`src/rtl/mem_xbar_pkg.sv`:
```
`timescale 1ns/1ps
package mem_xbar_pkg;
  // Connection state a bank arbiter hands to the datapath.
  typedef struct packed {
    logic       conn;  // a master is connected to this bank
    logic [7:0] cur;   // master connected in this cycle
    logic [7:0] held;  // master owning the queued requests
  } routeT;
endpackage

```
`src/rtl/mem_xbar_ctrl.sv`:
```
`timescale 1ns/1ps
module mem_xbar_ctrl
  import mem_xbar_pkg::*;
#(
  parameter int NM = 3,
  parameter int NB = 4
) (
  input  logic                         clk,
  input  logic                         rstN,
  input  logic [NM-1:0]                mStb,
  input  logic [NM-1:0][$clog2(NB)-1:0] mBank,
  input  logic [NB-1:0]                bLock,
  input  logic [NB-1:0]                bStb,
  input  logic [NB-1:0]                bReqAck,
  output routeT [NB-1:0]               route
);
  localparam int BW = $clog2(NB);
  localparam int MW = $clog2(NM);

  logic [NB-1:0][MW-1:0] heldAll;
  logic [NM-1:0]         busy;

  // a master owning a locked bank may not be granted elsewhere
  always_comb begin
    busy = '0;
    for (int b = 0; b < NB; b++)
      for (int m = 0; m < NM; m++)
        if (bLock[b] && heldAll[b] == MW'(m)) busy[m] = 1'b1;
  end

  for (genvar b = 0; b < NB; b++) begin : g_bank
    logic [MW-1:0] heldR, rrPtr, pick, winner;
    logic          found;
    routeT         r;

    always_comb begin
      pick  = heldR;
      found = 1'b0;
      for (int k = 0; k < NM; k++) begin
        int            j;
        logic [MW-1:0] jj;
        j = int'(rrPtr) + k;
        if (j >= NM) j = j - NM;
        jj = MW'(j);
        if (!found && mStb[jj] && mBank[jj] == BW'(b) && !busy[jj]) begin
          found = 1'b1;
          pick  = jj;
        end
      end
      winner = bLock[b] ? heldR : pick;
      r.conn = bLock[b] | found;
      r.cur  = 8'(winner);
      r.held = 8'(heldR);
    end

    assign route[b]   = r;
    assign heldAll[b] = heldR;

    always_ff @(posedge clk) begin
      if (!rstN) begin
        heldR <= '0;
        rrPtr <= '0;
      end else begin
        if (!bLock[b] && found) heldR <= pick;
        if (bStb[b] && bReqAck[b])
          rrPtr <= (winner == MW'(NM - 1)) ? '0 : winner + MW'(1);
      end
    end
  end
endmodule

```
`src/rtl/mem_xbar_dp.sv`:
```
`timescale 1ns/1ps
module mem_xbar_dp
  import mem_xbar_pkg::*;
#(
  parameter int NM       = 3,
  parameter int NB       = 4,
  parameter int AW       = 12,
  parameter int DW       = 16,
  parameter int BANK_LSB = 3,
  parameter int RD_LAT   = 2
) (
  input  logic                          clk,
  input  logic                          rstN,
  input  logic [NM-1:0][AW-1:0]         mAdr,
  input  logic [NM-1:0]                 mWe,
  input  logic [NM-1:0]                 mStb,
  input  logic [NM-1:0][DW-1:0]         mWdata,
  input  routeT [NB-1:0]                route,
  input  logic [NB-1:0]                 bReqAck,
  input  logic [NB-1:0]                 bDatAck,
  input  logic [NB-1:0][DW-1:0]         bRdata,
  output logic [NM-1:0][$clog2(NB)-1:0] mBank,
  output logic [NB-1:0][AW-1:0]         bAdr,
  output logic [NB-1:0]                 bWe,
  output logic [NB-1:0]                 bStb,
  output logic [DW-1:0]                 bWdata,
  output logic [NM-1:0]                 mReqAck,
  output logic [NM-1:0]                 mDatAck,
  output logic [NM-1:0][DW-1:0]         mRdata
);
  localparam int BW = $clog2(NB);

  logic [NB-1:0][NM-1:0] curHot, heldHot, rdHot;

  for (genvar m = 0; m < NM; m++) begin : g_mst
    assign mBank[m] = mAdr[m][BANK_LSB +: BW];
  end

  for (genvar b = 0; b < NB; b++) begin : g_bank
    logic [RD_LAT-1:0][NM-1:0] ownPipe;

    always_comb begin
      bAdr[b] = '0;
      bWe[b]  = 1'b0;
      bStb[b] = 1'b0;
      for (int m = 0; m < NM; m++) begin
        curHot[b][m]  = route[b].cur == 8'(m);
        heldHot[b][m] = route[b].held == 8'(m);
        if (curHot[b][m]) begin
          bAdr[b] = mAdr[m];
          bWe[b]  = mWe[m];
          bStb[b] = route[b].conn && mStb[m] && mBank[m] == BW'(b);
        end
      end
    end

    // one-hot owner travels with each data ack for RD_LAT cycles
    always_ff @(posedge clk) begin
      if (!rstN) begin
        ownPipe <= '0;
      end else begin
        ownPipe[0] <= bDatAck[b] ? heldHot[b] : '0;
        for (int s = 1; s < RD_LAT; s++) ownPipe[s] <= ownPipe[s-1];
      end
    end
    assign rdHot[b] = ownPipe[RD_LAT-1];
  end

  always_comb begin
    mReqAck = '0;
    mDatAck = '0;
    mRdata  = '0;
    bWdata  = '0;
    for (int m = 0; m < NM; m++) begin
      bWdata = bWdata | mWdata[m];
      for (int b = 0; b < NB; b++) begin
        if (bStb[b] && bReqAck[b] && curHot[b][m]) mReqAck[m] = 1'b1;
        if (bDatAck[b] && heldHot[b][m])           mDatAck[m] = 1'b1;
        if (rdHot[b][m]) mRdata[m] = mRdata[m] | bRdata[b];
      end
    end
  end
endmodule

```
`src/rtl/mem_xbar.sv`:
```
`timescale 1ns/1ps
module mem_xbar
  import mem_xbar_pkg::*;
#(
  parameter int NM       = 3,
  parameter int NB       = 4,
  parameter int AW       = 12,
  parameter int DW       = 16,
  parameter int BANK_LSB = 3,
  parameter int RD_LAT   = 2
) (
  input  logic                  clk,
  input  logic                  rstN,
  input  logic [NM-1:0][AW-1:0] mAdr,
  input  logic [NM-1:0]         mWe,
  input  logic [NM-1:0]         mStb,
  input  logic [NM-1:0][DW-1:0] mWdata,
  output logic [NM-1:0]         mReqAck,
  output logic [NM-1:0]         mDatAck,
  output logic [NM-1:0][DW-1:0] mRdata,
  output logic [NB-1:0][AW-1:0] bAdr,
  output logic [NB-1:0]         bWe,
  output logic [NB-1:0]         bStb,
  output logic [DW-1:0]         bWdata,
  input  logic [NB-1:0]         bReqAck,
  input  logic [NB-1:0]         bDatAck,
  input  logic [NB-1:0]         bLock,
  input  logic [NB-1:0][DW-1:0] bRdata
);
  routeT [NB-1:0]                 route;
  logic  [NM-1:0][$clog2(NB)-1:0] mBank;

  mem_xbar_ctrl #(.NM(NM), .NB(NB)) ctrl_i (
    .clk(clk), .rstN(rstN), .mStb(mStb), .mBank(mBank),
    .bLock(bLock), .bStb(bStb), .bReqAck(bReqAck), .route(route)
  );

  mem_xbar_dp #(
    .NM(NM), .NB(NB), .AW(AW), .DW(DW), .BANK_LSB(BANK_LSB), .RD_LAT(RD_LAT)
  ) dp_i (
    .clk(clk), .rstN(rstN), .mAdr(mAdr), .mWe(mWe), .mStb(mStb),
    .mWdata(mWdata), .route(route), .bReqAck(bReqAck), .bDatAck(bDatAck),
    .bRdata(bRdata), .mBank(mBank), .bAdr(bAdr), .bWe(bWe), .bStb(bStb),
    .bWdata(bWdata), .mReqAck(mReqAck), .mDatAck(mDatAck), .mRdata(mRdata)
  );
endmodule

```
`config.mk`:
```
export PLATFORM = sky130hd
export DESIGN_NAME = mem_xbar
export DESIGN_NICKNAME = d
export VERILOG_FILES = /design/src/rtl/mem_xbar_pkg.sv /design/src/rtl/mem_xbar_ctrl.sv /design/src/rtl/mem_xbar_dp.sv /design/src/rtl/mem_xbar.sv
export SDC_FILE = /design/constraint.sdc
export NUM_CORES = 1
export LEC_CHECK = 0
export ABC_AREA = 1
export BUFFER_PORTS_ARGS = -buffer_cell sky130_fd_sc_hd__buf_2
export CORE_ASPECT_RATIO = 0.75
export CORE_MARGIN = 3
export CORE_UTILIZATION = 53
export CTS_BUF_LIST = sky130_fd_sc_hd__clkbuf_8 sky130_fd_sc_hd__clkbuf_16
export DETAILED_ROUTE_END_ITERATION = 10
export GPL_TIMING_DRIVEN = 0
export HOLD_SLACK_MARGIN = 0.08
export PLACE_DENSITY = 0.9
export SETUP_SLACK_MARGIN = 0.05
export SLEW_MARGIN = 0
export SYNTH_ARGS = -nofsm -noshare
export SYNTH_HDL_FRONTEND = slang
export SYNTH_HIERARCHICAL = 1
export SYNTH_SLANG_ARGS = --single-unit
```
`constraint.sdc`:
```
create_clock -name clk -period 4.9 [get_ports clk]
set_clock_uncertainty 0.2 [all_clocks]
set_input_delay 0.735 -clock clk [delete_from_list [all_inputs] [get_ports clk]]
set_output_delay 0.735 -clock clk [all_outputs]
set_load 0.02 [all_outputs]
```
==> results by group, run 1 <==
Place
  – Dpl ws: 0.3652 ns
  – DP Wirelength: just under 20,000 um
  – Count of input and output buffers: 292
  – Routability cong.: about 1
  – Inst Count DP: between 1,500 and 2,000

Detailed routing
  – Routed vias: 8,955
  – First-iteration detailed-routing DRC count: between 1,000 and 1,500
  – DR top layer: met4
  – WL met1: 9862 um
  – DR vias/cell: 5.504
  – Met2 WL post-DR: 10,710 um
  – Met3 wire len: 2840 um
  – Drt drc: 0
  – Routed length per instance: roughly 15 um
  – First-pass DRT Iterations: 6
  – Post-DRT Antenna Nets: 0
  – Final Routed Wirelength: 24,070 um

Finish
  – Most frequent cells in the layout: buf_2 (315), nand2_1 (253), inv_1 (182)
  – Ant diodes: 0
  – Layout cells sized above 1: a little under a third
  – Commonest non-fill, non-tap cell in the layout: buf_2
  – Final nets: about 1,600
  – Post-route insts no fill: 1,627
  – Util after Layout: 73.93%
  – Area delta synth->final: 31.44%

Setup path
  – Worst r2r path cells: 25
  – Crit-path cells: inv_1 > ha_1 > clkbuf_1 > o21ai_0 > o21ai_0 > nand2_1 > nor2_2 > nand2_1 > nand3_1 > nand3_1 > nand2_1 > nand2_1 > nand2_1 > inv_1 > inv_1 > nand2_1 > nor2_1 > nand2_1 > buf_2 > o221ai_1 > buf_2
  – Max incr delay on CP: 0.33 ns
  – Crit path top cell by count: nand2_1
  – Crit Reg-Reg Endpoint: ctrl_i/g_bank[3].rrPtr[0]
  – Required @ worst endpoint: 3.96 ns
  – Kind of critical path: flip-flop to output port
  – Crit-path max FO: 10
  – R2r setup slk: about 1.3 ns
  – Startpoint types: flip-flop
  – Worst Setup End Kind: output port
  – Worst path slowest cell: dfxtp_1
  – Startpoint of the worst-slack reg-to-reg timing path: ctrl_i/g_bank[3].rrPtr[0]
  – Arrival @ worst endpoint: around 3.6 ns

Die
  – IO Count: 294
  – Core box area: 11,310 sq um
  – Die Span X: 132.5 um
  – Die height: ~100 um
  – Starting Density: 56.25%
  – Die footprint: 13,370 sq um
  – Row count: 33

CTS
  – Setup Buffers After CTS: 0
  – Reg clk slew, reported paths: 0.06 ns
  – CTS tree: built
  – H-tree depth: 2
  – Clk sink count: 40
  – Cts bufs inserted: 5
  – Root Driver: clkbuf_16
  – CTS hold repair buffers: 0
  – CTS Buffer Depth: 2
  – Worst skew pair latency: 0.29 ns

GRT
  – First-pass GRT wire length: approximately 38,000 um
  – Initial antenna violation count: 0
  – Total grt overflow: 0
  – GRT Util Overall: 33.36%
  – Largest net degree at the start of global routing: 14
  – Vias in the first global route: 7,882

Timing
  – Max-slew violation count: 0
  – Final WS setup: 0.3267 ns
  – RSZ-0062 raised after global routing: false
  – Slew @ Worst Pin: 0.6020 ns
  – Worst rel slew slack: 59.87%
  – Fmax achieved: between 200 and 250 MHz
  – Tcrit/Tclk final: 93.33%
  – Final-report hold violation count: 0
  – Setup TNS: 0 ns
  – Final setup vio count: 0
  – Final min period: 4.573 ns

Hold path
  – Hold Path End: dp_i/g_bank[0].ownPipe[3]
  – Hold Crit Start: dp_i/g_bank[0].ownPipe[0]
  – WHS Path Cells: 2
  – Worst hold path type: flip-flop to flip-flop

Job
  – # Max-Cap Violations: 0

Logic synthesis
  – Syn_area_per_cell: ~5.7 sq um
  – Post-synth EDFFs: 0
  – Syn Std Cell Area: roughly 6400 sq um
  – Ys flop type: dfxtp_1
  – Sequential-to-total area share from yosys stat: around 13%
  – Distinct cells, synth: 39
  – Asr flop ratio synth: 0%
  – Synth warnings: 6
  – #FFs+latches synth: 40
  – Synth Instances: roughly 1,100

Pwr
  – PD cells: 126.0 nW/um^2
  – LEAKAGE: 4.786 nW
  – Pwr Total: 1.054 mW
  – Peak VDD IR: 0.0001446 V

Run status
  – Status: finished clean
## synthesized netlist by cell type (all sizes together), types with 2 or more instances
library cell	n	area, sq um
a21oi	61	312.8
nand4	31	193.9
ha	8	100.1
a21boi	3	45.05
buf	84	584.3
o21ai	66	330.3
or3	16	100.1
nor4	4	25.02
inv	188	705.7
nor4b	2	17.52
and2	2	12.51
clkbuf	11	41.29
o221ai	52	524.3
o22ai	50	312.8
nor2	103	444.2
or2	3	18.77
nor3	12	70.07
nand2	268	1059
dfxtp	40	800.8
nand3	111	608.1
nand3b	4	30.03
## logic make-up after synthesis
group                      Yosys count  share of synthesized area, %
adders and majority gates            8                         1.573
AOI/OAI and AO/OA                  234                         24.20
buffers and inverters              283                         20.92
other                                1                       0.05893
DFF                                 40                         12.58
and+or+nand+nor                    557                         40.66
## how the worst max path moves through the flow
stage                                    startpoint       end  slack, ns  cells after the start
after floorplan                             mStb[0]  bAdr[12]       1.12                     16
after global placement                      mStb[0]  bAdr[13]       0.40                     18
after detailed placement                    mStb[0]  bAdr[13]       0.37                     18
after CTS                 ctrl_i/g_bank[1].rrPtr[0]  bAdr[13]       0.30                     20
after global routing      ctrl_i/g_bank[1].rrPtr[0]  bAdr[12]       0.07                     22
final                     ctrl_i/g_bank[0].rrPtr[0]   bAdr[5]       0.33                     21
## sequential cells by signal, summed over array words and instances, names as in the netlist
signal               count
dp_i/g_bank.ownPipe     24
ctrl_i/g_bank.heldR      8
ctrl_i/g_bank.rrPtr      8
## layout make-up
cell class	count	area (sq um)
timing repair buffer	292	1461
fill	1029	2949
tap	157	196.4
clock inverter	2	15.01
clock buffer	6	138.9
multi-input combinational	847	4420
buffer	95	625.6
sequential	40	800.8
inverter	188	705.7
## stage by stage
| step | hold WS [ns] | area [sq um] |
|---|---|---|
| global placement | 0.1937 | 8198 |
| floorplan | 0.1900 | 6540 |
| finish | 0.2128 | 8364 |
| global route | 0.2225 | 8364 |
| CTS | 0.2121 | 8352 |
| detailed placement | 0.1971 | 8198 |
## critical path: cells and delay by family, from the launching register on
family | cells | cell delay [ns]
AND/OR/NAND/NOR | 11 | 1.14
buffers and inverters | 6 | 0.96
adder cells (fa/ha/maj) | 1 | 0.30
AO/OA/AOI/OAI | 3 | 0.62
flip-flops | 1 | 0.33
## what timing repair did
action / 4_1_cts / 5_1_grt
endpoints found under the setup margin: 0 / 4
resized for setup: 0 / 2
endpoints found under the hold margin: 0 / 0
## metal layers
metal	global-route usage, %	vias up
met4	9.665	0
met3	7.635	70
li1	-	4379
met1	45.26	3893
met5	0	-
met2	53.27	613
## power by group
part / switching (mW) / internal (mW) / leakage, nW
Combinational: 0.230 / 0.148 / 4.39
Clock: 0.133 / 0.202 / 0.0691
Sequential: 0.0105 / 0.330 / 0.323
Note: power is estimated with default switching activity, not from simulation.
==> inputs of run 2 (changes only) <==
Settings changed: CORE_UTILIZATION 53 to 50, CTS_CLUSTER_DIAMETER set to 200, PLACE_DENSITY 0.9 to 0.89, SYNTH_HIERARCHICAL 1 to not set.
==> run 2 against run 1 <==
Worst hold slack worse by 0.0020 ns. Maximum frequency up 8.2%. Register-to-register slack better by 0.57 ns. Clock power up 13%. Critical path depth down 2. Critical path type unchanged. Largest power group unchanged.
==> results by group, run 2 <==
Setup path
  – Crit-path max FO: 10 (unchanged)
  – Kind of critical path: flip-flop to output port (unchanged)
  – Worst Setup End Kind: output port (unchanged)
  – Startpoint types: flip-flop (unchanged)
  – Required @ worst endpoint: 3.96 ns (about the same)
  – Arrival @ worst endpoint: 3.29 ns (was 3.64 ns)

Detailed routing
  – Routed vias: 8,074 (was 8,955)
  – Post-DRT Antenna Nets: 0 (unchanged)
  – First-iteration detailed-routing DRC count: 1,027 (was 1,049)
  – Drt drc: 0 (unchanged)
  – Final Routed Wirelength: 21,860 um (was 24,070 um)
  – DR vias/cell: 5.743 (was 5.504)
  – Routed length per instance: 15.55 um (was 14.80 um)
  – First-pass DRT Iterations: 6 (unchanged)

Timing
  – Final-report hold violation count: 0 (unchanged)
  – Setup TNS: 0 ns (unchanged)
  – RSZ-0062 raised after global routing: false (unchanged)
  – Final min period: 4.228 ns (was 4.573 ns)
  – Tcrit/Tclk final: 86.28% (was 93.33%)
  – Fmax achieved: 236.5 MHz (was 218.7 MHz)
  – Max-slew violation count: 0 (unchanged)
  – Slew @ Worst Pin: 0.7068 ns (was 0.6020 ns)
  – Final setup vio count: 0 (unchanged)
  – Worst rel slew slack: 52.88% (was 59.87%)

Logic synthesis
  – Syn Std Cell Area: 5469 sq um (was 6364 sq um)
  – Synth top cells by count: nand2_1 (265), inv_1 (139), nand3_1 (106) (was nand2_1 (253), inv_1 (182), nand3_1 (102))
  – Ys flop type: dfxtp_1 (unchanged)
  – Distinct cells, synth: 34 (was 39)
  – Synth warnings: 0 (was 6)
  – #FFs+latches synth: 40 (unchanged)
  – Post-Syn Nets: 1,150
  – Top cell type's share of synthesized area: 18.19% (was 14.92%)
  – Post-synth EDFFs: 0 (unchanged)
  – Synth top area cells: nand2_1 (18%), dfxtp_1 (15%), nand3_1 (9.7%) (was nand2_1 (15%), dfxtp_1 (13%), inv_1 (11%))
  – Sequential-to-total area share from yosys stat: 14.64% (was 12.58%)
  – Synth Instances: 973 (was 1,123)
  – Area leader, netlist: nand2_1 (unchanged)
  – Syn_area_per_cell: 5.621 sq um (was 5.667 sq um)
  – Asr flop ratio synth: 0% (unchanged)
  – Count leader, synth: nand2_1 (unchanged)

Place
  – Count of input and output buffers: 288 (was 292)
  – Post-DP Area: 7081 sq um (was 8198 sq um)
  – Inst Count DP: 1,397 (was 1,619)
  – DP Wirelength: 17,480 um (was 19,440 um)
  – Routability cong.: 1.010 (was 1.002)

CTS
  – CTS tree: built (unchanged)
  – Root Driver: clkbuf_16 (unchanged)
  – Post-CTS sizing: 0 (unchanged)
  – Worst skew pair latency: 0.28 ns (was 0.29 ns)
  – H-tree depth: 2 (unchanged)
  – Setup Buffers After CTS: 0 (unchanged)
  – CTS Buffer Depth: 2 (unchanged)
  – Reg clk slew, reported paths: 0.06 ns (about the same)
  – CTS hold repair buffers: 0 (unchanged)
  – Cts bufs inserted: 5 (unchanged)
  – Clk sink count: 40 (unchanged)

Finish
  – Area delta synth->final: 32.65% (was 31.44%)
  – Most frequent cells in the layout: buf_2 (295), nand2_1 (265), inv_1 (139) (was buf_2 (315), nand2_1 (253), inv_1 (182))
  – Largest registers: dp_i.g_bank.ownPipe (24), ctrl_i.g_bank.heldR (8), ctrl_i.g_bank.rrPtr (8) (was dp_i/g_bank.ownPipe (24), ctrl_i/g_bank.heldR (8), ctrl_i/g_bank.rrPtr (8))
  – Final Instance Area: 7254 sq um (was 8364 sq um)
  – Fillers: 982 (was 1,029)
  – Post-route insts no fill: 1,406 (was 1,627)
  – Max reg flops: 24 (unchanged)
  – Commonest non-fill, non-tap cell in the layout: buf_2 (unchanged)
  – Biggest register: dp_i.g_bank.ownPipe (was dp_i/g_bank.ownPipe)
  – Final nets: 1,445 (was 1,645)
  – Layout cells sized above 1: 31.21% (was 30.61%)

Run status
  – Status: finished clean (unchanged)

GRT
  – Total grt overflow: 0 (unchanged)
  – GRT Util Overall: 33.06% (was 33.36%)
  – First-pass GRT wire length: 33,170 um (was 37,650 um)
  – Initial antenna violation count: 1 (was 0)
  – Vias in the first global route: 6,928 (was 7,882)
  – Largest net degree at the start of global routing: 15 (was 14)

Die
  – Row count: 32 (was 33)
  – Die Span X: 126.8 um (was 132.5 um)
  – Core box area: 10,490 sq um (was 11,310 sq um)
  – IO Count: 294 (unchanged)
  – Die height: 96.58 um (was 100.9 um)
  – Die footprint: 12,240 sq um (was 13,370 sq um)
  – Starting Density: 52.14% (was 56.25%)

Job
  – # Max-Cap Violations: 0 (unchanged)

Pwr
  – PD cells: 229.1 nW/um^2 (was 126.0 nW/um^2)
  – Peak VDD IR: 0.0001500 V (was 0.0001446 V)
  – LEAKAGE: 4.031 nW (was 4.786 nW)

Hold path
  – Worst hold path type: flip-flop to flip-flop (unchanged)
## run 2: cell types whose count changed after synthesis, sizes merged, moves of 9 or more
cell | before | now
nor2 | 103 | 58
nand4 | 31 | 22
nand3 | 111 | 120
buf | 84 | 10
nand2 | 268 | 296
o221ai | 52 | 21
inv | 188 | 159
## run 2: final cells by class
type / instances / area, sq um / area share [%]
multi-input cells: 745 / 3940 / 54.31
repair buffers: 288 / 1441 / 19.87
flip-flops and latches: 40 / 800.8 / 11.04
inverters: 159 / 599.3 / 8.261
well taps: 136 / 170.2 / 2.346
plain buffers: 29 / 128.9 / 1.776
clock buffers: 5 / 125.1 / 1.725
clock inverters: 3 / 46.29 / 0.6382
diodes: 1 / 2.502 / 0.03449
## run 2: path summary, 6_finish.rpt
| kind | slack (ns) | endpoint | start | cells past startpoint |
|---|---|---|---|---|
| min | 0.21 | dp_i.g_bank[2].ownPipe[5] | dp_i.g_bank[2].ownPipe[2] | 2 |
| max | 0.67 | bAdr[15] | ctrl_i.g_bank[1].rrPtr[0] | 19 |
| min reg2reg | 0.21 | dp_i.g_bank[2].ownPipe[5] | dp_i.g_bank[2].ownPipe[2] | 2 |
| max reg2reg | 1.84 | ctrl_i.g_bank[1].rrPtr[0] | ctrl_i.g_bank[1].rrPtr[0] | 20 |
## run 2: per-layer routing
layer | track usage, % | vias to the layer above | wire length, um
met1 | 43.32 | 3517 | 8415
met4 | 11.96 | 0 | 640
met2 | 53.52 | 618 | 9817
met5 | 0 | - | 0
met3 | 7.857 | 76 | 2988
li1 | - | 3863 | -
## run 2: worst max-delay path, stage by stage, from the launching register on
cell and delay (ns):
dfxtp_1 0.37, inv_1 0.06, ha_1 0.38, inv_1 0.20
nand2_1 0.09, o21ai_0 0.24, nand3_1 0.17, nor2_4 0.16
nand2_1 0.08, nand2_1 0.07, nand2_1 0.05, nand2_1 0.07
nand2_1 0.05, nand2_1 0.07, nand2_2 0.11, nor2_4 0.16
buf_2 0.28, nand2_1 0.08, o221ai_1 0.09, buf_2 0.21
## run 2: logic make-up after synthesis
family,count (synthesis),synth area share (%)
AOI/OAI and AO/OA,211,22.76
adders and majority gates,9,2.059
buffers and inverters,188,13.32
DFF,40,14.64
and+or+nand+nor,525,47.22
## run 2: per-stage QoR
stage          utilization, %  setup WS, ns  total power, mW  hold WS, ns
6_report                69.16        0.6722            1.662       0.2108
5_1_grt                 69.16        0.4118            1.754       0.2356
3_3_place_gp            67.50        0.8543            1.259       0.1938
3_5_place_dp            67.50        0.8179            1.268       0.1974
4_1_cts                 69.13        0.7662            1.645       0.2113
2_1_floorplan               -         1.370           0.9535       0.1905
## run 2: power breakdown
group | switching, mW | internal [mW]
Clock | 0.137 | 0.242
Sequential | 0.0121 | 0.340
Combinational | 0.632 | 0.300
